$ cat src/rtl/brc_pkg.sv
package brc_pkg;
  localparam int unsigned INSN_W = 32;
  localparam int unsigned CR_W   = 32;

  localparam logic [5:0] OP_BC_IMM = 6'd16;
  localparam logic [5:0] OP_B_LONG = 6'd18;
  localparam logic [5:0] OP_XL     = 6'd19;
  localparam logic [9:0] XO_TO_LR  = 10'd16;
  localparam logic [9:0] XO_TO_CTR = 10'd528;

  typedef enum logic [1:0] {
    FORM_NONE,
    FORM_BC_IMM,
    FORM_B_LONG,
    FORM_BC_REG
  } form_e;

  typedef struct packed {
    form_e      form;
    logic [4:0] opt;
    logic [4:0] bit_idx;
    logic       abs_tgt;
    logic       set_link;
    logic       use_ctr;
  } dec_t;
endpackage

$ cat src/rtl/brc_decode.sv
module brc_decode
  import brc_pkg::*;
(
  input  logic [INSN_W-1:0] insn_i,
  output dec_t              dec_o
);
  logic [5:0] op;
  logic [9:0] xo;

  assign op = insn_i[31:26];
  assign xo = insn_i[10:1];

  always_comb begin
    dec_o.form = FORM_NONE;
    unique case (op)
      OP_BC_IMM: dec_o.form = FORM_BC_IMM;
      OP_B_LONG: dec_o.form = FORM_B_LONG;
      OP_XL:     if (xo == XO_TO_LR || xo == XO_TO_CTR) dec_o.form = FORM_BC_REG;
      default:   dec_o.form = FORM_NONE;
    endcase
    dec_o.opt      = insn_i[25:21];
    dec_o.bit_idx  = insn_i[20:16];
    dec_o.abs_tgt  = insn_i[1];
    dec_o.set_link = insn_i[0];
    dec_o.use_ctr  = insn_i[10];
  end
endmodule

$ cat src/rtl/brc_cond_eval.sv
module brc_cond_eval
  import brc_pkg::*;
#(
  parameter int unsigned XLEN = 64
) (
  input  dec_t             dec_i,
  input  logic [CR_W-1:0]  cr_i,
  input  logic [XLEN-1:0]  ctr_i,
  output logic [XLEN-1:0]  ctr_o,
  output logic             pass_o
);
  logic is_cond, dec_en, new_zero, ctr_ok, cr_bit, cr_ok;

  assign is_cond = (dec_i.form == FORM_BC_IMM) || (dec_i.form == FORM_BC_REG);
  assign dec_en  = is_cond && !dec_i.opt[2];
  assign ctr_o   = dec_en ? ctr_i - XLEN'(1) : ctr_i;

  // zero test of the new count without waiting on the decrement carry chain
  assign new_zero = dec_en ? (ctr_i == XLEN'(1)) : (ctr_i == '0);
  assign ctr_ok   = dec_i.opt[2] || (new_zero == dec_i.opt[1]);

  // index 0 selects the MSB
  assign cr_bit = cr_i[5'd31 - dec_i.bit_idx];
  assign cr_ok  = dec_i.opt[4] || (cr_bit == dec_i.opt[3]);

  assign pass_o = !is_cond || (ctr_ok && cr_ok);
endmodule

$ cat src/rtl/brc_target_gen.sv
module brc_target_gen
  import brc_pkg::*;
#(
  parameter int unsigned XLEN = 64
) (
  input  dec_t              dec_i,
  input  logic [INSN_W-1:0] insn_i,
  input  logic [XLEN-1:0]   pc_i,
  input  logic [XLEN-1:0]   ctr_i,
  input  logic [XLEN-1:0]   lr_i,
  input  logic              mode32_i,
  output logic [XLEN-1:0]   tgt_o,
  output logic [XLEN-1:0]   seq_o
);
  localparam int unsigned HI_W = XLEN - 32;

  logic [XLEN-1:0] mask, disp_short, disp_long, disp, raw;

  assign mask       = {{HI_W{!mode32_i}}, 32'hFFFF_FFFF};
  assign disp_short = {{(XLEN-16){insn_i[15]}}, insn_i[15:2], 2'b00};
  assign disp_long  = {{(XLEN-26){insn_i[25]}}, insn_i[25:2], 2'b00};
  assign disp       = (dec_i.form == FORM_B_LONG) ? disp_long : disp_short;

  always_comb begin
    if (dec_i.form == FORM_BC_REG) raw = dec_i.use_ctr ? ctr_i : lr_i;
    else if (dec_i.abs_tgt)        raw = disp;
    else                           raw = pc_i + disp;
  end

  assign tgt_o = raw & mask;
  assign seq_o = (pc_i + XLEN'(4)) & mask;
endmodule

$ cat src/rtl/branch_resolve_unit.sv
module branch_resolve_unit
  import brc_pkg::*;
#(
  parameter int unsigned XLEN       = 64,
  parameter bit          REGISTERED = 1'b1
) (
  input  logic              clk_i,
  input  logic              rst_ni,
  input  logic              valid_i,
  input  logic [INSN_W-1:0] insn_i,
  input  logic [XLEN-1:0]   pc_i,
  input  logic [XLEN-1:0]   ctr_i,
  input  logic [XLEN-1:0]   lr_i,
  input  logic [CR_W-1:0]   cr_i,
  input  logic              mode32_i,
  output logic [XLEN-1:0]   next_pc_o,
  output logic [XLEN-1:0]   ctr_o,
  output logic [XLEN-1:0]   lr_o,
  output logic              taken_o
);
  dec_t            dec;
  logic [XLEN-1:0] ctr_upd, tgt, seq;
  logic            pass, is_br, taken_c;
  logic [XLEN-1:0] npc_c, lr_c;

  brc_decode u_dec (.insn_i(insn_i), .dec_o(dec));

  brc_cond_eval #(.XLEN(XLEN)) u_cond (
    .dec_i(dec), .cr_i(cr_i), .ctr_i(ctr_i), .ctr_o(ctr_upd), .pass_o(pass)
  );

  brc_target_gen #(.XLEN(XLEN)) u_tgt (
    .dec_i(dec), .insn_i(insn_i), .pc_i(pc_i), .ctr_i(ctr_i), .lr_i(lr_i),
    .mode32_i(mode32_i), .tgt_o(tgt), .seq_o(seq)
  );

  assign is_br   = (dec.form != FORM_NONE);
  assign taken_c = is_br && pass;
  assign npc_c   = taken_c ? tgt : seq;
  assign lr_c    = (is_br && dec.set_link) ? seq : lr_i;

  generate
    if (REGISTERED) begin : g_reg
      always_ff @(posedge clk_i or negedge rst_ni) begin
        if (!rst_ni) begin
          next_pc_o <= '0;
          ctr_o     <= '0;
          lr_o      <= '0;
          taken_o   <= 1'b0;
        end else if (valid_i) begin
          next_pc_o <= npc_c;
          ctr_o     <= ctr_upd;
          lr_o      <= lr_c;
          taken_o   <= taken_c;
        end
      end


      hold_when_idle_chk: assert property (@(posedge clk_i) disable iff (!rst_ni)
        !valid_i |=> ($stable(next_pc_o) && $stable(ctr_o) && $stable(lr_o) && $stable(taken_o)));


      fallthrough_chk: assert property (@(posedge clk_i) disable iff (!rst_ni)
        valid_i |=> (taken_o || next_pc_o ==
          (($past(pc_i) + XLEN'(4)) & {{(XLEN-32){!$past(mode32_i)}}, 32'hFFFF_FFFF})));


      link_kept_chk: assert property (@(posedge clk_i) disable iff (!rst_ni)
        (valid_i && !insn_i[0]) |=> (lr_o == $past(lr_i)));


      long_branch_chk: assert property (@(posedge clk_i) disable iff (!rst_ni)
        (valid_i && insn_i[31:26] == OP_B_LONG) |=> (taken_o && ctr_o == $past(ctr_i)));


      no_decrement_chk: assert property (@(posedge clk_i) disable iff (!rst_ni)
        (valid_i && insn_i[23]) |=> (ctr_o == $past(ctr_i)));


      upper_clear_chk: assert property (@(posedge clk_i) disable iff (!rst_ni)
        (valid_i && mode32_i) |=> (next_pc_o[XLEN-1:32] == '0));
    end else begin : g_comb
      assign next_pc_o = npc_c;
      assign ctr_o     = ctr_upd;
      assign lr_o      = lr_c;
      assign taken_o   = taken_c;
    end
  endgenerate
endmodule

$ cat config.mk
export PLATFORM = sky130hd
export DESIGN_NAME = branch_resolve_unit
export DESIGN_NICKNAME = d
export VERILOG_FILES = /design/src/rtl/brc_pkg.sv /design/src/rtl/brc_decode.sv /design/src/rtl/brc_cond_eval.sv /design/src/rtl/brc_target_gen.sv /design/src/rtl/branch_resolve_unit.sv
export SDC_FILE = /design/constraint.sdc
export NUM_CORES = 1
export LEC_CHECK = 0
export ABC_AREA = 1
export BUFFER_PORTS_ARGS = -buffer_cell sky130_fd_sc_hd__buf_2
export CORE_ASPECT_RATIO = 0.7
export CORE_MARGIN = 4
export CORE_UTILIZATION = 50
export CTS_BUF_LIST = sky130_fd_sc_hd__clkbuf_16
export CTS_CLUSTER_SIZE = 28
export DETAILED_ROUTE_END_ITERATION = 7
export PLACE_DENSITY_LB_ADDON = 0.08
export SKIP_LAST_GASP = 1
export SLEW_MARGIN = 20
export SYNTH_ARGS = -nofsm -noshare
export SYNTH_HDL_FRONTEND = slang
export SYNTH_SLANG_ARGS = --single-unit
$ cat constraint.sdc
create_clock -name clk_i -period 0.9 [get_ports clk_i]
set_input_delay 0.09 -clock clk_i [delete_from_list [all_inputs] [get_ports clk_i]]
set_output_delay 0.09 -clock clk_i [all_outputs]
set_load 0.1 [all_outputs]
==> metrics, run 1 <==
outcome stopped before the end; Halt Stage 5_1_grt; First Err [ERROR GRT-0232] Routing congestion too high. Check the congestion heatmap in the GUI.; grt total ovfl 9; dpl cells roughly 5100; Clock Tree Buf Depth 2; total I/O pin count 453; Cells after Synth around 3500; Routability Congestion roughly 1.2; Yosys reg bits 193; Mapped Avg Cell Area 5.72 um^2; floorplan row count 60; chip width about 250 um; Post-Syn Nets 3813; # port buffers between 400 and 500; Yosys warning count 0; Post-synth EDFFs 0; die height between 150 and 200 um; H-tree depth reported by CTS 4; share of flip-flops with an asynchronous set or reset 100%; Initial Util approximately half; register area share after synthesis approximately 24%; clk sinks approximately 190; pin count of the biggest net entering global routing slightly below 90; total CTS buffers 17; CTS root buf clkbuf_16; dominant synthesized flop cell dfrtp_1; pre-CTS WS -2.89 ns; Synth Cell Area around 20000 um^2; number of library cell types mapped by synthesis 49; Global Route Usage Sum around four fifths; HPWL Detailed between 90000 and 100000 um
==> routing by layer <==
metal,GRT overflow,track usage (%)
met1,1,80.9
met2,4,89.0
met3,1,72.1
met4,3,67.8
met5,0,54.4
==> repair_timing <==
item / in CTS
setup buffers: 75
endpoints found under the hold margin: 240
hold buffers: 48
cloned: 11
resized for setup: 181
pin swaps: 74
endpoints found under the setup margin: 386
==> synth_stat cells (all sizes together), types with 2 or more instances <==
cell | number | area (um^2)
dfrtp | 193 | 4830
or2 | 10 | 62.6
xor2 | 72 | 631
inv | 419 | 1570
nand4 | 50 | 313
clkinv | 4 | 15.0
mux2i | 6 | 60.1
nor3 | 56 | 290
nand3 | 263 | 1320
a211oi | 8 | 60.1
a31oi | 49 | 307
nor4 | 17 | 106
and2 | 2 | 12.5
ha | 66 | 826
nand3b | 15 | 113
clkbuf | 92 | 345
o211ai | 21 | 158
o21bai | 16 | 120
nor2 | 465 | 1770
xnor2 | 49 | 429
buf | 23 | 141
a21oi | 115 | 579
o21ai | 216 | 1080
nand2 | 1245 | 4680
nor3b | 2 | 15.0
==> cell families after synthesis <==
family / after synthesis / synth area share (%)
simple gates: 2130 / 43.7
buf+inv: 538 / 10.4
compound gates: 431 / 11.8
flops: 193 / 24.2
xor+xnor: 121 / 5.31
fa+ha+maj: 67 / 4.24
mux: 6 / 0.301
==> metrics by stage <==
step | setup TNS, ns | util, % | hold WS [ns] | area [um^2]
after detailed placement | -288.03 | 84.5 | 0.00515 | 32900
after global placement | -269.65 | 84.5 | -0.000485 | 32900
after floorplan | -158.59 | - | -0.206 | 21500
after CTS | -377.76 | 91.3 | 0.00190 | 35500
==> run 2: changes to the inputs <==
CORE_ASPECT_RATIO = not set   (was 0.7)
CORE_UTILIZATION = 35   (was 50)
CTS_BUF_LIST = not set   (was sky130_fd_sc_hd__clkbuf_16)
CTS_CLUSTER_SIZE = not set   (was 28)
PLACE_DENSITY_LB_ADDON = 0.15   (was 0.08)
==> run 2 against run 1 <==
Net effect:
- the flow now finishes, with violations (negative setup slack)
- area after synthesis did not move
- synthesized cell count did not move
==> metrics, run 2 <==
post-synth top area share 24.2% (unchanged); most used cell, CP nand2_1; Filler cells between 5000 and 6000; P&R area growth vs syn 88.7%; global-route wire length before repair roughly 170000 um; WP data required approximately 1.3 ns; # port buffers 452 (unchanged); adder-cell share of the synthesized area 4.24% (unchanged); Compound-Gate Fraction of Synth Area 11.8% (unchanged); vias per std cell around 5.3; share of flip-flops with an asynchronous set or reset 100% (unchanged); Top Family by Delay on Critical Path simple AND/OR/NAND/NOR gates; Initial Util 35.4% (-16 points); critical path data arrival time 3.08 ns; Hold Crit Class in -> reg; Pint between 20 and 25 mW; Bufs and invs on worst path 6; dpl cells 5394 (+5.1%); skew final 0 ns; leading area contributor after synthesis dfrtp_1; simple-gate portion of the synthesized area 43.7% (unchanged); DR iter-0 viols ~3000; fmax between 0.3 and 0.4 GHz; clk sinks 193 (unchanged); die area between 60000 and 70000 um^2; final setup violation count a little under 400; outcome finished, violations left; top cells by count, synth nand2_1, nor2_1, inv_1, nand3_1, o21ai_0; count leader, synth nand2_1; clock share of power between 10% and 20%; final critical-path setup slack -1.78 ns; Post-Syn Nets 3813 (unchanged); Synth Cell Area 19900 um^2 (unchanged); sequential fraction of design power around 25%; CP Capture Type flop; floorplan row count 87 (+45%); Cells after Synth 3486 (unchanged); nets@finish 5121; chip width 247 um (unchanged); Stages on worst setup path 22; First-pass DRT Iterations 7; post-route ant nets 0; max cap viols 0; Critical-path top delay cell ha_4; worst-path fanout max 7; total I/O pin count 453 (unchanged); most common cell after layout, fill and taps aside nand2_1; CP max stage delay between 0.3 and 0.4 ns; core area 56400 um^2; R2R Path Start next_pc_o[55]; Switch Pwr 20.2 mW; R2R depth 3; CTS root buf clkbuf_16; post-route insts no fill between 5000 and 6000; sw frac between 40% and 50%; fin crit share 298%; critical path cell sequence buf_6 > nor2_4 > nand4_1 > buf_6 > or2_4 > nand2_8 > inv_16 > buf_8 > ha_4 > nand2_4 > nor2_4 > buf_4 > nand2_2 > inv_1 > nand2_1 > nor3_2 > nand2_1 > nand3b_1 > nand3_1 > nand2_1 > nand3_1 > a21oi_1; Final Critical Period approximately 2.7 ns; flop-to-flop setup slack roughly 0.020 ns; failing checks negative setup slack; number of library cell types mapped by synthesis 49 (unchanged); Final Hold Viols 0; DRC Markers 0; WL/cell between 20 and 25 um; worst setup path category in -> reg; grt total ovfl 0; most frequent cells in the layout nand2_1, buf_4, inv_1; register area share after synthesis 24.2% (unchanged); Clock Tree Buf Depth 2 (unchanged); vias in the first global route around 27000; CTS tree built; Post-synth EDFFs 0 (unchanged); share of cells above drive strength 1 roughly 42%; RSZ-0062 raised after global routing true; Slew Limit Fails 0; Yosys warning count 0 (unchanged); Synth Area in XOR/XNOR 5.31% (unchanged); pin count of the biggest net entering global routing 89; Area contributors post-synth dfrtp_1, nand2_1, nor2_1; Yosys reg bits 193 (unchanged); measured slew at the worst slew-check pin 0.942 ns; dominant synthesized flop cell dfrtp_1; Global Route Usage Sum approximately 37%; Leak Pwr ~19 nW; biggest regs ctr_o x64, lr_o x64, next_pc_o x64; total number of vias 29300; final wirelength about 120000 um; CP endpoint next_pc_o[52]; initial antenna violation count 7; mux contribution to synthesized area 0.301% (unchanged); largest family of logic cells by synthesized area simple AND/OR/NAND/NOR gates; Mapped Avg Cell Area 5.72 um^2 (unchanged); Routability Congestion 1.08 (-6.8%); PD cells roughly 1100 nW/um^2; Slew headroom 37.2%; Max IR drop VDD 1140 uV; Final TNS setup -247.43 ns; CP Launch Type input pin; r2r endpoint next_pc_o[55]; HPWL Detailed 98400 um (+4.5%); H-tree depth reported by CTS 4 (unchanged); total CTS buffers 17 (unchanged); Gate power share a little under three fifths; die height 247 um (+41%); Reg clk slew, reported paths roughly 0.090 ns; Critical path origin insn_i[31]; Clk Latency, worst-skew pair 0.46 ns
run 2: cell counts after synthesis:
No cell type changed its count.
run 2: how the worst min path moves through the flow:
stage / to / from / cells past startpoint / slack (ns)
2_1_floorplan: ctr_o[0] / rst_ni / 0 / -0.21
3_3_place_gp: ctr_o[11] / rst_ni / 1 / 0.03
3_5_place_dp: ctr_o[11] / rst_ni / 1 / 0.03
4_1_cts: lr_o[31] / lr_i[31] / 3 / 0.001
5_1_grt: lr_o[31] / lr_i[31] / 3 / 0.03
6_report: lr_o[31] / lr_i[31] / 3 / 0.004
run 2: area by class of cell:
class | count | area [um^2] | area share, %
diodes | 7 | 17.5 | 0.0465
clock buffers | 18 | 429 | 1.14
clock inverters | 14 | 163 | 0.432
inverters | 423 | 1670 | 4.44
multi-input cells | 2755 | 16300 | 43.4
flip-flops and latches | 193 | 4830 | 12.8
well taps | 756 | 946 | 2.51
repair buffers | 1400 | 13200 | 35.1
repair inverters | 4 | 48.8 | 0.130
run 2: cells by family after synthesis:
logic type,Yosys count
and+or+nand+nor,2130
buffers and inverters,538
adders and majority gates,67
DFF,193
xor gates and xnor gates,121
AOI/OAI and AO/OA,431
muxes,6
run 2: layer usage:
| layer | vias to the layer above | GRT usage (%) | wire length [um] |
|---|---|---|---|
| li1 | 13700 | - | - |
| met1 | 13600 | 48.7 | 47300 |
| met2 | 1599 | 60.7 | 55100 |
| met3 | 336 | 5.77 | 11100 |
| met4 | 0 | 15.5 | 6730 |
| met5 | - | 0 | 0 |
run 2: power groups by stage:
stage	Combinational, mW	Sequential [mW]	Clock, mW
6_report	24.6	10.6	8.01
3_3_place_gp	22.0	10.7	0
4_1_cts	23.1	10.6	8.05
2_1_floorplan	5.85	16.0	0
5_1_grt	25.7	10.7	8.38
3_5_place_dp	22.1	10.7	0
run 2: repair_timing:
action	in CTS	in global routing
gates resized for setup	228	411
pin swaps	73	151
endpoints found under the hold margin	236	0
endpoints found under the setup margin	386	386
gates cloned	3	6
setup buffers	45	49
hold buffers	44	0
run 2: through the flow:
stage	power [mW]	area (um^2)	worst slack [ns]	utilization (%)	hold WS, ns
after floorplan	21.9	21500	-1.64	-	-0.206
after global placement	32.7	33500	-2.47	59.3	0.0321
final	43.3	37600	-1.78	66.8	0.00353
after detailed placement	32.8	33500	-2.49	59.3	0.0337
after CTS	41.7	35700	-1.70	63.3	0.00142
after global routing	44.8	37600	-1.88	66.8	0.0279
run 2: worst reg2reg max path, stage by stage, from the launching register on:
cell and delay (ns):
dfrtp_1 0.40, or2_2 0.27, nand2_1 0.06, nor2_1 0.04
Power figures use the tool's default switching activity.
